`src/rtl/cfg_boot_pkg.sv`:
```
package cfg_boot_pkg;

  localparam int unsigned BOOT_WORDS = 8;
  localparam int unsigned WORD_BITS  = 32;

  typedef enum logic [2:0] {
    PH_IDLE,
    PH_LOW,
    PH_HIGH,
    PH_GAP,
    PH_LATCH
  } phase_e;

  // ceil(ns * 1000 / period_ps), never below one cycle
  function automatic int unsigned ns_to_cycles(int unsigned ns, int unsigned period_ps);
    int unsigned c;
    c = (ns * 1000 + period_ps - 1) / period_ps;
    if (c == 0) c = 1;
    return c;
  endfunction

  function automatic int unsigned max_of(int unsigned a, int unsigned b);
    return (a > b) ? a : b;
  endfunction

  // fixed boot sequence; order matters to the slave
  function automatic logic [31:0] boot_word(int unsigned k);
    case (k)
      0:       return 32'h0000_0003;
      1:       return 32'h0002_0406;
      2:       return 32'h2000_1499;
      3:       return 32'h4000_1499;
      4:       return 32'h6000_1499;
      5:       return 32'h8000_1499;
      6:       return 32'hA000_0019;
      7:       return 32'h8000_7CA0;
      default: return 32'h0000_0000;
    endcase
  endfunction

endpackage

```
`src/rtl/cfg_word_rom.sv`:
```
module cfg_word_rom
  import cfg_boot_pkg::*;
#(
  parameter int unsigned N_WORDS = BOOT_WORDS,
  parameter int unsigned AW      = $clog2(N_WORDS)
) (
  input  logic [AW-1:0]          addr_i,
  output logic [WORD_BITS-1:0]   word_o
);

  always_comb word_o = boot_word(int'(addr_i));

endmodule

```
`src/rtl/cfg_seq_ctrl.sv`:
```
module cfg_seq_ctrl #(
  parameter int unsigned N_WORDS  = 8,
  parameter bit          AUTO_RUN = 1'b1,
  parameter int unsigned AW       = $clog2(N_WORDS)
) (
  input  logic          clk_i,
  input  logic          rst_i,
  input  logic          start_i,
  input  logic          word_end_i,
  output logic          go_o,
  output logic          more_o,
  output logic [AW-1:0] addr_o,
  output logic          busy_o,
  output logic          done_o
);

  localparam logic [AW-1:0] LAST_IDX = AW'(N_WORDS - 1);

  logic          busy_q, done_q, pend_q;
  logic [AW-1:0] idx_q;
  logic          last_w;

  assign last_w = (idx_q == LAST_IDX);
  assign go_o   = !busy_q && (start_i || pend_q);
  assign more_o = !last_w;
  // next word must be on the table output at the edge the timer reloads
  assign addr_o = go_o ? '0 : (word_end_i ? idx_q + 1'b1 : idx_q);
  assign busy_o = busy_q;
  assign done_o = done_q;

  always_ff @(posedge clk_i or posedge rst_i) begin
    if (rst_i) begin
      busy_q <= 1'b0;
      done_q <= 1'b0;
      pend_q <= AUTO_RUN;
      idx_q  <= '0;
    end else begin
      done_q <= 1'b0;
      if (go_o) begin
        busy_q <= 1'b1;
        pend_q <= 1'b0;
        idx_q  <= '0;
      end else if (busy_q && word_end_i) begin
        if (last_w) begin
          busy_q <= 1'b0;
          done_q <= 1'b1;
        end else begin
          idx_q <= idx_q + 1'b1;
        end
      end
    end
  end

  // done is a single-cycle pulse
  p_done_single_r8: assert property (@(posedge clk_i) disable iff (rst_i)
    done_o |=> !done_o);
  // done coincides with the end of busy
  p_done_ends_busy_r8: assert property (@(posedge clk_i) disable iff (rst_i)
    done_o |-> (!busy_o && $past(busy_o)));
  // start while busy does not end or restart the run
  p_busy_ignores_start_r10: assert property (@(posedge clk_i) disable iff (rst_i)
    (busy_o && start_i && !word_end_i) |=> busy_o);

endmodule

```
`src/rtl/cfg_serial_timer.sv`:
```
module cfg_serial_timer
  import cfg_boot_pkg::*;
#(
  parameter int unsigned LOW_CYC       = 4,
  parameter int unsigned FIRST_LOW_CYC = 4,
  parameter int unsigned HIGH_CYC      = 4,
  parameter int unsigned GAP_CYC       = 2,
  parameter int unsigned LATCH_CYC     = 3
) (
  input  logic                 clk_i,
  input  logic                 rst_i,
  input  logic                 go_i,
  input  logic                 more_i,
  input  logic [WORD_BITS-1:0] word_i,
  output logic                 ser_clk_o,
  output logic                 ser_data_o,
  output logic                 ser_le_o,
  output logic                 word_end_o
);

  localparam int unsigned MAXLEN = max_of(max_of(LOW_CYC, FIRST_LOW_CYC),
                                          max_of(HIGH_CYC, max_of(GAP_CYC, LATCH_CYC)));
  localparam int unsigned CW = $clog2(MAXLEN + 1);
  localparam int unsigned BW = $clog2(WORD_BITS);
  localparam logic [CW-1:0] LOW_LD   = CW'(LOW_CYC - 1);
  localparam logic [CW-1:0] FIRST_LD = CW'(FIRST_LOW_CYC - 1);
  localparam logic [CW-1:0] HIGH_LD  = CW'(HIGH_CYC - 1);
  localparam logic [CW-1:0] GAP_LD   = CW'(GAP_CYC - 1);
  localparam logic [CW-1:0] LATCH_LD = CW'(LATCH_CYC - 1);

  phase_e                 ph_q;
  logic [CW-1:0]          cnt_q;
  logic [BW-1:0]          bit_q;
  logic [WORD_BITS-1:0]   sh_q;
  logic                   dat_q;
  logic                   tick_w;

  assign tick_w     = (cnt_q == '0);
  assign ser_clk_o  = (ph_q == PH_HIGH);
  assign ser_le_o   = (ph_q == PH_LATCH);
  assign ser_data_o = dat_q;
  assign word_end_o = (ph_q == PH_LATCH) && tick_w;

  always_ff @(posedge clk_i or posedge rst_i) begin
    if (rst_i) begin
      ph_q  <= PH_IDLE;
      cnt_q <= '0;
      bit_q <= '0;
      sh_q  <= '0;
      dat_q <= 1'b0;
    end else begin
      unique case (ph_q)
        PH_IDLE: if (go_i) begin
          ph_q  <= PH_LOW;
          cnt_q <= FIRST_LD;
          bit_q <= BW'(WORD_BITS - 1);
          dat_q <= word_i[WORD_BITS-1];
          sh_q  <= word_i << 1;
        end
        PH_LOW: if (tick_w) begin
          ph_q  <= PH_HIGH;
          cnt_q <= HIGH_LD;
        end else cnt_q <= cnt_q - 1'b1;
        PH_HIGH: if (tick_w) begin
          if (bit_q == '0) begin
            ph_q  <= PH_GAP;
            cnt_q <= GAP_LD;
          end else begin
            ph_q  <= PH_LOW;
            cnt_q <= LOW_LD;
            bit_q <= bit_q - 1'b1;
            dat_q <= sh_q[WORD_BITS-1];
            sh_q  <= sh_q << 1;
          end
        end else cnt_q <= cnt_q - 1'b1;
        PH_GAP: if (tick_w) begin
          ph_q  <= PH_LATCH;
          cnt_q <= LATCH_LD;
        end else cnt_q <= cnt_q - 1'b1;
        PH_LATCH: if (tick_w) begin
          if (more_i) begin
            ph_q  <= PH_LOW;
            cnt_q <= FIRST_LD;
            bit_q <= BW'(WORD_BITS - 1);
            dat_q <= word_i[WORD_BITS-1];
            sh_q  <= word_i << 1;
          end else ph_q <= PH_IDLE;
        end else cnt_q <= cnt_q - 1'b1;
        default: ph_q <= PH_IDLE;
      endcase
    end
  end

  // observation counters for the assertions below
  logic        clk_d;
  logic [31:0] lvl_n;
  logic [31:0] rise_n;
  always_ff @(posedge clk_i or posedge rst_i) begin
    if (rst_i) begin
      clk_d  <= 1'b0;
      lvl_n  <= '0;
      rise_n <= '0;
    end else begin
      clk_d  <= ser_clk_o;
      lvl_n  <= (ser_clk_o != clk_d) ? 32'd1 :
                ((lvl_n == 32'hFFFF_FFFF) ? lvl_n : lvl_n + 32'd1);
      rise_n <= ser_le_o ? 32'd0 :
                ((ser_clk_o && !clk_d) ? rise_n + 32'd1 : rise_n);
    end
  end

  // data moves only while the serial clock is low
  p_data_moves_low_r4: assert property (@(posedge clk_i) disable iff (rst_i)
    !$stable(ser_data_o) |-> !ser_clk_o);
  // high phase length
  p_high_len_r5: assert property (@(posedge clk_i) disable iff (rst_i)
    $fell(ser_clk_o) |-> (lvl_n >= HIGH_CYC));
  // low phase length
  p_low_len_r5: assert property (@(posedge clk_i) disable iff (rst_i)
    $rose(ser_clk_o) |-> (lvl_n >= LOW_CYC));
  // strobe only after a full word of edges
  p_full_word_r2: assert property (@(posedge clk_i) disable iff (rst_i)
    $rose(ser_le_o) |-> (rise_n == WORD_BITS));
  // strobe and clock never high together
  p_le_clk_apart_r6: assert property (@(posedge clk_i) disable iff (rst_i)
    !(ser_le_o && ser_clk_o));

endmodule

```
`src/rtl/cfg_boot_writer.sv`:
```
module cfg_boot_writer
  import cfg_boot_pkg::*;
#(
  parameter int unsigned SYS_PERIOD_PS  = 8000,
  parameter int unsigned T_DSETUP_NS    = 10,
  parameter int unsigned T_DHOLD_NS     = 10,
  parameter int unsigned T_CLKHI_NS     = 25,
  parameter int unsigned T_CLKLO_NS     = 25,
  parameter int unsigned T_LESETUP_NS   = 20,
  parameter int unsigned T_CLK2LE_NS    = 10,
  parameter int unsigned T_LEWIDTH_NS   = 20,
  parameter bit          AUTO_RUN       = 1'b1
) (
  input  logic clk_i,
  input  logic rst_i,
  input  logic start_i,
  output logic busy_o,
  output logic done_o,
  output logic ser_clk_o,
  output logic ser_data_o,
  output logic ser_le_o
);

  localparam int unsigned C_DSU  = ns_to_cycles(T_DSETUP_NS,  SYS_PERIOD_PS);
  localparam int unsigned C_DH   = ns_to_cycles(T_DHOLD_NS,   SYS_PERIOD_PS);
  localparam int unsigned C_HI   = ns_to_cycles(T_CLKHI_NS,   SYS_PERIOD_PS);
  localparam int unsigned C_LO   = ns_to_cycles(T_CLKLO_NS,   SYS_PERIOD_PS);
  localparam int unsigned C_LESU = ns_to_cycles(T_LESETUP_NS, SYS_PERIOD_PS);
  localparam int unsigned C_GAP  = ns_to_cycles(T_CLK2LE_NS,  SYS_PERIOD_PS);
  localparam int unsigned C_LEW  = ns_to_cycles(T_LEWIDTH_NS, SYS_PERIOD_PS);
  localparam int unsigned HIGH_LEN  = max_of(C_HI, C_DH);
  localparam int unsigned LOW_LEN   = max_of(C_LO, C_DSU);
  localparam int unsigned FIRST_LEN = max_of(LOW_LEN, C_LESU);
  localparam int unsigned AW = $clog2(BOOT_WORDS);

  logic                 go_w, more_w, word_end_w;
  logic [AW-1:0]        addr_w;
  logic [WORD_BITS-1:0] word_w;

  cfg_seq_ctrl #(.N_WORDS(BOOT_WORDS), .AUTO_RUN(AUTO_RUN), .AW(AW)) u_ctrl (
    .clk_i      (clk_i),
    .rst_i      (rst_i),
    .start_i    (start_i),
    .word_end_i (word_end_w),
    .go_o       (go_w),
    .more_o     (more_w),
    .addr_o     (addr_w),
    .busy_o     (busy_o),
    .done_o     (done_o)
  );

  cfg_word_rom #(.N_WORDS(BOOT_WORDS), .AW(AW)) u_rom (
    .addr_i (addr_w),
    .word_o (word_w)
  );

  cfg_serial_timer #(
    .LOW_CYC       (LOW_LEN),
    .FIRST_LOW_CYC (FIRST_LEN),
    .HIGH_CYC      (HIGH_LEN),
    .GAP_CYC       (C_GAP),
    .LATCH_CYC     (C_LEW)
  ) u_timer (
    .clk_i      (clk_i),
    .rst_i      (rst_i),
    .go_i       (go_w),
    .more_i     (more_w),
    .word_i     (word_w),
    .ser_clk_o  (ser_clk_o),
    .ser_data_o (ser_data_o),
    .ser_le_o   (ser_le_o),
    .word_end_o (word_end_w)
  );

  // quiet serial lines whenever no run is active
  p_idle_quiet_r7: assert property (@(posedge clk_i) disable iff (rst_i)
    !busy_o |-> (!ser_clk_o && !ser_le_o));
  // busy drops only together with done
  p_busy_fall_done_r8: assert property (@(posedge clk_i) disable iff (rst_i)
    $fell(busy_o) |-> done_o);

endmodule

```
`config.mk`:
```
export PLATFORM = sky130hd
export DESIGN_NAME = cfg_boot_writer
export DESIGN_NICKNAME = d
export VERILOG_FILES = /design/src/rtl/cfg_boot_pkg.sv /design/src/rtl/cfg_word_rom.sv /design/src/rtl/cfg_seq_ctrl.sv /design/src/rtl/cfg_serial_timer.sv /design/src/rtl/cfg_boot_writer.sv
export SDC_FILE = /design/constraint.sdc
export NUM_CORES = 1
export LEC_CHECK = 0
export BUFFER_PORTS_ARGS = -buffer_cell sky130_fd_sc_hd__buf_2
export CAP_MARGIN = 20
export CORE_ASPECT_RATIO = 0.5
export CORE_MARGIN = 3
export CORE_UTILIZATION = 31
export DETAILED_ROUTE_END_ITERATION = 6
export GPL_TIMING_DRIVEN = 0
export MAX_ROUTING_LAYER = met4
export PLACE_DENSITY = 0.55
export SLEW_MARGIN = 40
export SYNTH_ARGS = -nofsm -noshare
export SYNTH_HDL_FRONTEND = slang
export SYNTH_HIERARCHICAL = 1
export SYNTH_SLANG_ARGS = --single-unit
```
`constraint.sdc`:
```
create_clock -name clk_i -period 3.4 [get_ports clk_i]
set_input_delay 1.02 -clock clk_i [delete_from_list [all_inputs] [get_ports clk_i]]
set_output_delay 1.02 -clock clk_i [all_outputs]
set_load 0.01 [all_outputs]
```
# Word-level counts from Yosys, hierarchy flattened
# Memories as Yosys holds them, arrays and structs flattened.
# Index checks and enable logic that the tools add are counted.
[op_classes] n_addsub=3 eq_ne=14 muxes=45 reduce_logical=17
[ops] cell="$mux W32" n=5
[ops] cell="$pmux W32 S3" n=1
[ops] cell="$mux W3" n=16
[ops] cell="$pmux W3 S5" n=2
[ops] cell="$mux W5" n=5
[ops] cell="$pmux W5 S3" n=1
[ops] cell="$mux W1" n=12
[ops] cell="$ne A2 B1 Y1 const B" n=5
[ops] cell="$eq A3 B2 Y1 const B" n=2
[ops] cell="$eq A3 B3 Y1 const B" n=2
[ops] cell="$logic_not A3 Y1" n=2
[ops] cell="$ne A2 B2 Y1 const B" n=3
[ops] cell="$reduce_and A6 Y1" n=1
[ops] cell="$logic_not A5 Y1" n=1
[ops] cell="$reduce_and A5 Y1" n=1
[ops] cell="$reduce_bool A5 Y1" n=1
[ops] cell="$sub A5 B1 Y5 const B" n=1
[ops] cell="$mux W2" n=2
[ops] cell="$reduce_and A2 Y1" n=2
[ops] cell="$reduce_bool A2 Y1" n=2
[ops] cell="$add A3 B1 Y3 const B" n=1
[ops] cell="$eq A3 B1 Y1 const B" n=1
[ops] cell="$logic_and A1 B1 Y1" n=3
[ops] cell="$ne A3 B3 Y1 const B" n=1
[ops] cell="other kinds (6)" n=6
[totals] regBits=50 romBits=128 input_bits=3 word_cells=89 n_memories=1
[mem_list] name="(no name shown)" depth=8 width=16 read_ports=1 rd_ports_with_merged_regs=0 wr=0 line="cfg_boot_pkg.sv:28" rtl="case (k)"

# Logic depth before layout (Yosys ltp)
# Gate-level depths: netlist of run 1.
# An unclocked memory read counts as a cell.
[logic_depth] depth_word=8 ltp_mapped=13 depth_no_buf=10

# By module
# The synthesis of run 1 kept the hierarchy.
[modules_own_cells] mod="cfg_serial_timer" n_inst=1 cells_per_inst=187 area_per_inst_um2=2406.1
[modules_own_cells] mod="cfg_seq_ctrl" n_inst=1 cells_per_inst=36 area_per_inst_um2=361.6
[modules_own_cells] mod="cfg_word_rom" n_inst=1 cells_per_inst=37 area_per_inst_um2=250.2

# Worst setup path after synthesis of run 1
# Ideal clock, no wire load.
[synth_path] path_type="reg-to-reg" start="register u_timer.ph_q[2]" end="register u_timer.sh_q[5]" setup_ps=125 t_arrival_ps=2688 required_time_ps=3275 slack_ps=587 stages_incl_launch_ff=12 path_buffers=3 period_less_slack_ps=2813 cell_sequence="dfrtp_1 > clkbuf_1 > or3b_2 > nor2_1 > buf_6 > mux2i_1 > nor2_1 > and3_1 > nor2_1 > buf_4 > mux2_1 > mux2_4"
[synth_between] elab_chain_len=8 elab_cells_between_ends=18 classes_between="eq/ne: 7; mux: 6; reduce/logical: 4; memory: 1"
[synth_lines] element="start, declared" line="cfg_serial_timer.sv:31" rtl="phase_e ph_q;"
[synth_lines] element="start signal, assigned" line="cfg_serial_timer.sv:46" rtl="ph_q <= PH_IDLE;"
[synth_lines] element="start signal, assigned" line="cfg_serial_timer.sv:54" rtl="ph_q <= PH_LOW;"
[synth_lines] element="start signal, assigned" line="cfg_serial_timer.sv:61" rtl="ph_q <= PH_HIGH;"
[synth_lines] element="$eq A3 B3 Y1 *" line="cfg_serial_timer.sv:42" rtl="assign word_end_o = (ph_q == PH_LATCH) && tick_w;"
[synth_lines] element="$logic_and A1 B1 Y1 *" line="cfg_serial_timer.sv:42"
[synth_lines] element="named net word_end_w" line="cfg_boot_writer.sv:36" rtl="logic go_w, more_w, word_end_w;"
[synth_lines] element="$mux W3 * (2 in a row)" line="cfg_seq_ctrl.sv:27" rtl="assign addr_o = go_o ? '0 : (word_end_i ? idx_q + 1'b1 : idx_q);"
[synth_lines] element="named net addr_w[2]" line="cfg_boot_writer.sv:37" rtl="logic [AW-1:0] addr_w;"
[synth_lines] element="$mem_v2 Z8 W16 *"
[synth_lines] element="named net word_w[4]" line="cfg_boot_writer.sv:38" rtl="logic [WORD_BITS-1:0] word_w;"
[synth_lines] element="$mux W32" line="cfg_serial_timer.sv:81" rtl="if (more_i) begin"
[synth_lines] element="$mux W32" line="cfg_serial_timer.sv:80" rtl="PH_LATCH: if (tick_w) begin"
[synth_lines] element="$pmux W32 S3 *" line="cfg_serial_timer.sv:52" rtl="unique case (ph_q)"
[synth_lines] element="end signal, assigned" line="cfg_serial_timer.sv:58" rtl="sh_q <= word_i << 1;"
[synth_lines] element="end signal, assigned" line="cfg_serial_timer.sv:73" rtl="sh_q <= sh_q << 1;"
[synth_lines] element="end signal, assigned" line="cfg_serial_timer.sv:86" rtl="sh_q <= word_i << 1;"
[synth_lines] element="end, declared" line="cfg_serial_timer.sv:34" rtl="logic [WORD_BITS-1:0] sh_q;"
# Mark *: on every way through the listed nets, which the timed path passes. The rest lies on a longest branch. The select of a mux whose other input is x is not followed.
# A chain may end at the register's enable or synchronous reset.

# Worst setup path in the final report of run 1
[layout_path] start="register u_timer.ph_q[0]" end="register u_timer.sh_q[5]"
# Same word-level chain as after synthesis.

==> key figures, run 1 <==
Run status
  • Status: finished, final reports clean

Die
  • Core area: 9070 um^2
  • Initial Util: 33.3%
  • # rows: 24
  • Die H: 75.8 um
  • Die Area: 11,000 um^2
  • Io pins: 8
  • Die X: 146 um

Critical path
  • Crit path to: u_timer/sh_q[5]$_DFFE_PP0P_
  • Largest fanout on the critical path: 10
  • Most frequent CP cell: nor2_1
  • Critical Path End Type: flip-flop
  • Worst path max stage delay: 570 ps
  • R2R setup slack: 250 ps
  • WS Path Type: flip-flop to flip-flop
  • Reg2reg start: u_timer/ph_q[0]$_DFFE_PP0P_
  • Startpoint types: flip-flop
  • Crit-path cells: clkbuf_1, or3b_2, nor2_1, buf_6, mux2i_1, nor2_1, and3_1, nor2_1, buf_4, mux2_1, mux2_4
  • CP max-delay cell: or3b_2
  • Req. time, crit path: 3580 ps
  • Reg2reg end: u_timer/sh_q[5]$_DFFE_PP0P_
  • CP arrival: 3330 ps
  • CP startpoint: u_timer/ph_q[0]$_DFFE_PP0P_
  • R2R cell count: 11

Clock tree
  • Maximum buffer depth of the clock tree: 2
  • CTS buffer count: 5
  • Clk root buf: clkbuf_16
  • CTS H-tree depth: 2
  • CTS tree: done
  • Postcts setup bufs: 0
  • Clock sinks: 49
  • Clock-pin slew on the worst setup and hold paths: 70 ps
  • Clk Latency, worst-skew pair: 290 ps

Place
  • RePlAce Congestion: 0.808
  • PortBufs: 7
  • Dpl hpwl: 3.78 mm

STA
  • RSZ-0062 raised after global routing: false
  • Fmax: 318 MHz
  • Worst slew pin tran: 545 ps
  • Fin. Hold Viols: 0
  • Final setup violation count: 0
  • Relative slew slack: 63.6%
  • Post-route clock period utilization: 92.6%
  • Final setup TNS: 0 ps
  • Final Max Tran Viols: 0
  • Skew final: 5.87 ps
  • Post-layout min period: 3150 ps

Synthesis
  • Post-Syn Area per Cell: 11.6 um^2
  • Cells after Synth: 260
  • Register area share after synthesis: 40.7%
  • Async SR Flop Fraction: 100%
  • Mapped Area: 3020 um^2
  • Synth Warn #: 6
  • Yosys cell types: 48
  • Post-synth EDFFs: 0
  • Main synth FF type: dfrtp_1
  • #FFs+latches synth: 49

Global routing
  • First-pass GRT wire length: 9.41 mm
  • Vias in the first global route: 1,949
  • Initial antenna violation count: 0
  • Largest net degree at the start of global routing: 42
  • Congestion Overflow GR: 0
  • GRT Util Overall: 11.0%

Detailed routing
  • Total wire length: 5.39 mm
  • WL per Instance: 12.8 um
  • DRC Markers: 0
  • Final ANT Viol Nets: 0
  • Vias/cell: 4.47
  • Vias post-DR: 1,877
  • Iter 0 DRT Violations: 97
  • Drt pass-1 iters: 5

Pwr
  • P per Cell Area: 760 nW/um^2
  • Maximum VDD drop: 0.289 mV
  • P_leak: 1.64 nW

Hold path
  • Worst hold path class: flip-flop to flip-flop

Layout
  • # diodes: 0
  • Layout area overhead: 14.1%
  • Layout cells sized above 1: 33.8%
  • Final core utilization: 38.0%
  • Final #Nets: 297
  • Fill cells: 936

Job
  • Max-cap violations: 0
[routing by layer]
layer	wire, um	share of wire (%)	vias to the layer above	global-route usage (%)
met1	2700	50	931	13.5
met4	76	1.4	0	4.42
met2	2470	46	20	18.0
met5	0	0	-	-
li1	-	-	921	-
met3	141	2.6	5	2.32
[layout by cell type (no fill, tap or decap), drive strengths merged, types with 2 or more instances in the layout]
| cell | synthesis | layout |
|---|---|---|
| conb | 1 | 16 |
| xnor2 | 3 | 3 |
| nor2 | 19 | 19 |
| o21ai | 5 | 5 |
| nand3 | 5 | 5 |
| o22ai | 3 | 3 |
| nand2 | 10 | 10 |
| ha | 5 | 5 |
| and2 | 2 | 2 |
| a311oi | 2 | 2 |
| inv | 11 | 12 |
| a21oi | 7 | 7 |
| mux2 | 64 | 64 |
| nand2b | 7 | 7 |
| mux2i | 3 | 3 |
| nor3 | 7 | 7 |
| buf | 32 | 40 |
| clkbuf | 3 | 7 |
| dfrtp | 48 | 48 |
| or3b | 2 | 2 |
| and3 | 3 | 3 |
[flip-flops by register name (all words and copies together), names as in the netlist]
name / cells
u_ctrl/done_o: 1
u_timer/cnt_q: 3
u_ctrl/pend_q: 1
u_ctrl/busy_o: 1
u_ctrl/idx_q: 3
u_timer/sh_q: 31
u_timer/ph_q: 3
u_timer/bit_q: 5
u_timer/ser_data_o: 1
[stage by stage]
step	instance area [um^2]	setup WS (ps)	hold WS [ps]	std cells	power (W)
after floorplan	3070	587	444	275	0.00189
after global placement	3270	149	472	412	0.00206
after detailed placement	3290	94.5	476	413	0.00212
after CTS	3440	88.5	494	421	0.00264
after global routing	3440	23.2	499	420	0.00281
final	3440	253	488	420	0.00262
[synthesized netlist by cell type, types with 4 or more instances]
cell type   n  area, um^2
nand2_1    10        37.5
inv_1      11        41.3
mux2_1     29         327
nand3_1     5        25.0
mux2_4     28         420
nor2_1     16        60.1
buf_4      23         173
nor3_1      5        25.0
ha_1        5        62.6
buf_6       5        56.3
nand2b_1    7        43.8
o21ai_0     4        20.0
a21oi_1     6        30.0
buf_2       4        20.0
dfrtp_1    48        1200
mux2_2      7        78.8
[what timing repair did]
item,4_1_cts,5_1_grt
hold buffers,0,0
setup endpoints to repair,0,4
resized for setup,0,4
[critical path, delay by kind of cell (launching register included)]
| family | cells | cell delay [ps] |
|---|---|---|
| buffers and inverters | 3 | 510 |
| flip-flops | 1 | 400 |
| multiplexers | 3 | 610 |
| AND/OR/NAND/NOR | 5 | 1520 |
[report_power, final]
part,leakage [nW],switching (W),internal (W)
Combinational,0.991,0.000490,0.000646
Sequential,0.582,0.000148,0.000823
Clock,0.0702,0.000234,0.000274
[how the worst min path moves through the flow]
| stage | slack [ps] | from | cells past startpoint | endpoint |
|---|---|---|---|---|
| after floorplan | 440 | u_timer/sh_q[1]$_DFFE_PP0P_ | 1 | u_timer/sh_q[1]$_DFFE_PP0P_ |
| after global placement | 470 | u_timer/sh_q[22]$_DFFE_PP0P_ | 1 | u_timer/sh_q[22]$_DFFE_PP0P_ |
| after detailed placement | 480 | u_timer/sh_q[1]$_DFFE_PP0P_ | 1 | u_timer/sh_q[1]$_DFFE_PP0P_ |
| after CTS | 490 | u_timer/sh_q[1]$_DFFE_PP0P_ | 1 | u_timer/sh_q[1]$_DFFE_PP0P_ |
| after global routing | 500 | u_timer/sh_q[1]$_DFFE_PP0P_ | 1 | u_timer/sh_q[1]$_DFFE_PP0P_ |
| final | 490 | u_timer/sh_q[1]$_DFFE_PP0P_ | 1 | u_timer/sh_q[1]$_DFFE_PP0P_ |
[logic make-up after synthesis]
group	count (synthesis)	share of synthesized area, %
other cells	1	0.124
fa+ha+maj	5	2.07
compound gates	28	6.39
mux	67	28.4
simple gates	61	11.5
xor+xnor	3	0.871
flops	49	40.7
buf+inv	46	9.99
[layout make-up]
cell class              instances  area [um^2]  area share, %
clock buffers                   5          125           3.63
plain buffers                  34          258           7.49
clock inverters                 3         21.3          0.618
well taps                     130          163           4.72
flip-flops and latches         49         1230           35.6
inverters                      11         43.8           1.27
multi-input cells             180         1550           45.0
repair buffers                  8         55.1           1.60
Note: power is estimated with default switching activity, not from simulation.
==> inputs of run 2 (changes only) <==
ABC_AREA = 1   (was not set)
==> run 2 against run 1 <==
Power shrank 56%; routed wire length is 26% higher; via count up 42%; area after synthesis rose by 2.9%; non-clock buffer count is 8 higher; highest routed layer unchanged; register-to-register slack better by 510 ps; global-route usage up 2.6 points; critical endpoint unchanged.
==> key figures, run 2 <==
Synthesis
  • Area contributors post-synth: dfrtp_1 39%, nand2_1 26%, nand3_1 8.5%, buf_4 7.3%, buf_6 3.6%
  • Register area share after synthesis: 39.5% (-1.1 points)
  • Most common cell in the netlist: nand2_1
  • Yosys top cell area share: 38.7% (-1.1 points)
  • #FFs+latches synth: 49 (unchanged)
  • Main synth FF type: dfrtp_1
  • Synth cell count leaders: 216 x nand2_1, 53 x nand3_1, 48 x dfrtp_1, 30 x buf_4, 26 x inv_1
  • Mapped Area: 3100 um^2 (+2.9%)
  • Cell type with the largest total area after synthesis: dfrtp_1
  • Cells after Synth: 449 (+73%)
  • Post-Syn Area per Cell: 6.91 um^2 (-40%)
  • Yosys cell types: 27 (-44%)
  • Async SR Flop Fraction: 100% (unchanged)
  • Post-synth EDFFs: 0 (unchanged)
  • Synth Warn #: 6 (unchanged)

Layout
  • Max reg flops: 31 (unchanged)
  • Commonest non-fill, non-tap cell in the layout: nand2_1
  • Layout area overhead: 13.7%
  • Final core utilization: 36.8% (-1.2 points)
  • # diodes: 0 (unchanged)
  • Layout cells sized above 1: 15.6% (-18 points)
  • Final #Nets: 487 (+64%)
  • Post-route cell area: 3530 um^2 (+2.5%)
  • Most frequent cells in the layout: 216 x nand2_1, 53 x nand3_1, 48 x dfrtp_1
  • Biggest regs: u_timer/sh_q x31, u_timer/bit_q x5
  • Top reg by flops: u_timer/sh_q

Pwr
  • P per Cell Area: 325 nW/um^2 (-57%)
  • Pwr Total: 0.00115 W (-56%)
  • Maximum VDD drop: 0.183 mV (-37%)
  • P_leak: 2.00 nW (+22%)

Job
  • Max-cap violations: 0 (unchanged)

Die
  • Initial Util: 32.3% (-0.95 points)
  • Die Area: 11,300 um^2 (+2.7%)
  • # rows: 25 (+4.2%)
  • Io pins: 8 (unchanged)
  • Die H: 76.8 um (+1.3%)
  • Die X: 148 um (+1.4%)
  • Core area: 9600 um^2 (+5.9%)

Clock tree
  • Clock-pin slew on the worst setup and hold paths: 70 ps (about the same)
  • Clk Latency, worst-skew pair: 300 ps (about the same)
  • Clock sinks: 49 (unchanged)
  • Hold Buf Count CTS: 0 (unchanged)
  • # resized after CTS: 0 (unchanged)
  • CTS tree: done
  • Postcts setup bufs: 0 (unchanged)
  • CTS H-tree depth: 2 (unchanged)
  • Clk root buf: clkbuf_16
  • Maximum buffer depth of the clock tree: 2 (unchanged)
  • CTS buffer count: 5 (unchanged)

STA
  • Post-layout min period: 2640 ps (-510 ps)
  • Final setup TNS: 0 ps (unchanged)
  • Final Max Tran Viols: 0 (unchanged)
  • Skew final: 7.53 ps (+1.66 ps)
  • Final setup violation count: 0 (unchanged)
  • Hold WS: 461 ps (-26.6 ps)
  • RSZ-0062 raised after global routing: false
  • Fin. Hold Viols: 0 (unchanged)
  • Post-route clock period utilization: 77.6% (-15 points)
  • Fmax: 379 MHz (+19%)

Detailed routing
  • Iter 0 DRT Violations: 148 (+53%)
  • Final ANT Viol Nets: 0 (unchanged)
  • DRC Markers: 0 (unchanged)
  • Vias/cell: 4.33 (-3.1%)
  • WL per Instance: 11.0 um (-14%)
  • Vias post-DR: 2,664 (+42%)
  • Drt pass-1 iters: 4 (-1)
  • Total wire length: 6.77 mm (+26%)

Hold path
  • Worst hold path class: flip-flop to flip-flop

Place
  • Dpl hpwl: 4.59 mm (+21%)
  • PortBufs: 7 (unchanged)
  • Area post-placement: 3390 um^2 (+2.8%)
  • RePlAce Congestion: 0.776 (-3.9%)

Critical path
  • CP arrival: 2830 ps (-500 ps)
  • Worst path max stage delay: 430 ps (-140 ps)
  • CP max-delay cell: dfrtp_1
  • CP delay by family, top: simple AND/OR/NAND/NOR gates
  • Crit-path cells: nor2_2, nand2_1, nor2_1, o21ai_0, nor2_1, inv_2, nor2_2, nor2_1, buf_4, nand2_1, nand2_1, nand3_1, nand2_1
  • Largest fanout on the critical path: 7 (-3)
  • Startpoint types: flip-flop
  • CP Buf/Inv Count: 2 (-1)
  • Most frequent CP cell: nand2_1
  • WS Path Type: flip-flop to flip-flop
  • Req. time, crit path: 3600 ps (+20 ps)
  • Critical Path End Type: flip-flop

Global routing
  • Vias in the first global route: 2,523 (+29%)
  • GRT Util Overall: 13.5% (+2.6 points)
  • Initial antenna violation count: 0 (unchanged)
  • Largest net degree at the start of global routing: 41 (-2.4%)
  • First-pass GRT wire length: 12.2 mm (+30%)
  • Congestion Overflow GR: 0 (unchanged)

Run status
  • Status: finished, final reports clean
-- run 2: cell types whose count changed after synthesis, sizes merged, moves of 4 or more --
cell / change
nand2: +210
mux2: -64
nand3: +49
inv: +18
buf: +10
nor2: +8
nand2b: -7
nor3: -6
o21ai: +6
a21oi: -4
-- run 2: power by group --
group | leakage (nW) | internal [W] | switching (W)
Sequential | 0.591 | 0.000592 | 0.00000470
Clock | 0.0696 | 0.000270 | 0.000231
Combinational | 1.34 | 0.0000227 | 0.0000270
-- run 2: path summary, 6_finish.rpt --
| kind | slack, ps | cells past startpoint | end | startpoint |
|---|---|---|---|---|
| worst max-delay path | 760 | 13 | u_timer/sh_q[5]$_DFFE_PP0P_ | u_timer/ph_q[1]$_DFFE_PP0P_ |
| worst min-delay path | 460 | 2 | u_ctrl/pend_q$_DFFE_PP1P_ | u_ctrl/pend_q$_DFFE_PP1P_ |
| worst max register to register | 760 | 13 | u_timer/sh_q[5]$_DFFE_PP0P_ | u_timer/ph_q[1]$_DFFE_PP0P_ |
| worst min register to register | 460 | 2 | u_ctrl/pend_q$_DFFE_PP1P_ | u_ctrl/pend_q$_DFFE_PP1P_ |
| max in group asynchronous | 2390 | 3 | u_timer/sh_q[7]$_DFFE_PP0P_ | rst_i |
| min in group asynchronous | 590 | 2 | u_timer/ph_q[2]$_DFFE_PP0P_ | rst_i |
-- run 2: final cells by class --
type / count / area [um^2]
plain buffers: 42 / 348
clock buffers: 5 / 125
clock inverters: 3 / 17.5
fillers: 1031 / 6070
inverters: 30 / 116
multi-input cells: 343 / 1470
flip-flops and latches: 49 / 1230
well taps: 135 / 169
repair buffers: 8 / 55.1
-- run 2: per-stage QoR --
step / instances / setup WS [ps]
after floorplan: 464 / 1120
after detailed placement: 607 / 646
after global placement: 606 / 595
final: 615 / 763
after CTS: 615 / 702
after global routing: 615 / 382
-- run 2: per-layer routing --
metal / GRT usage (%) / vias up / routed length [um]
met1: 19.1 / 1210 / 3690
met2: 19.5 / 37 / 2770
li1: - / 1411 / -
met5: - / - / 0
met4: 3.62 / 0 / 82
met3: 3.19 / 6 / 236
-- run 2: worst reg2reg max path: cells and delay by family, from the launching register on --
kind | cells | cell delay, ps
and+or+nand+nor | 10 | 1690
AOI/OAI and AO/OA | 1 | 140
buffers and inverters | 2 | 260
DFF | 1 | 430
-- run 2: cell families after synthesis --
group,share of synthesized area [%]
compound gates,2.38
xor+xnor,0.282
fa+ha+maj,2.02
buf+inv,14.9
flops,39.5
other cells,0.121
simple gates,40.8
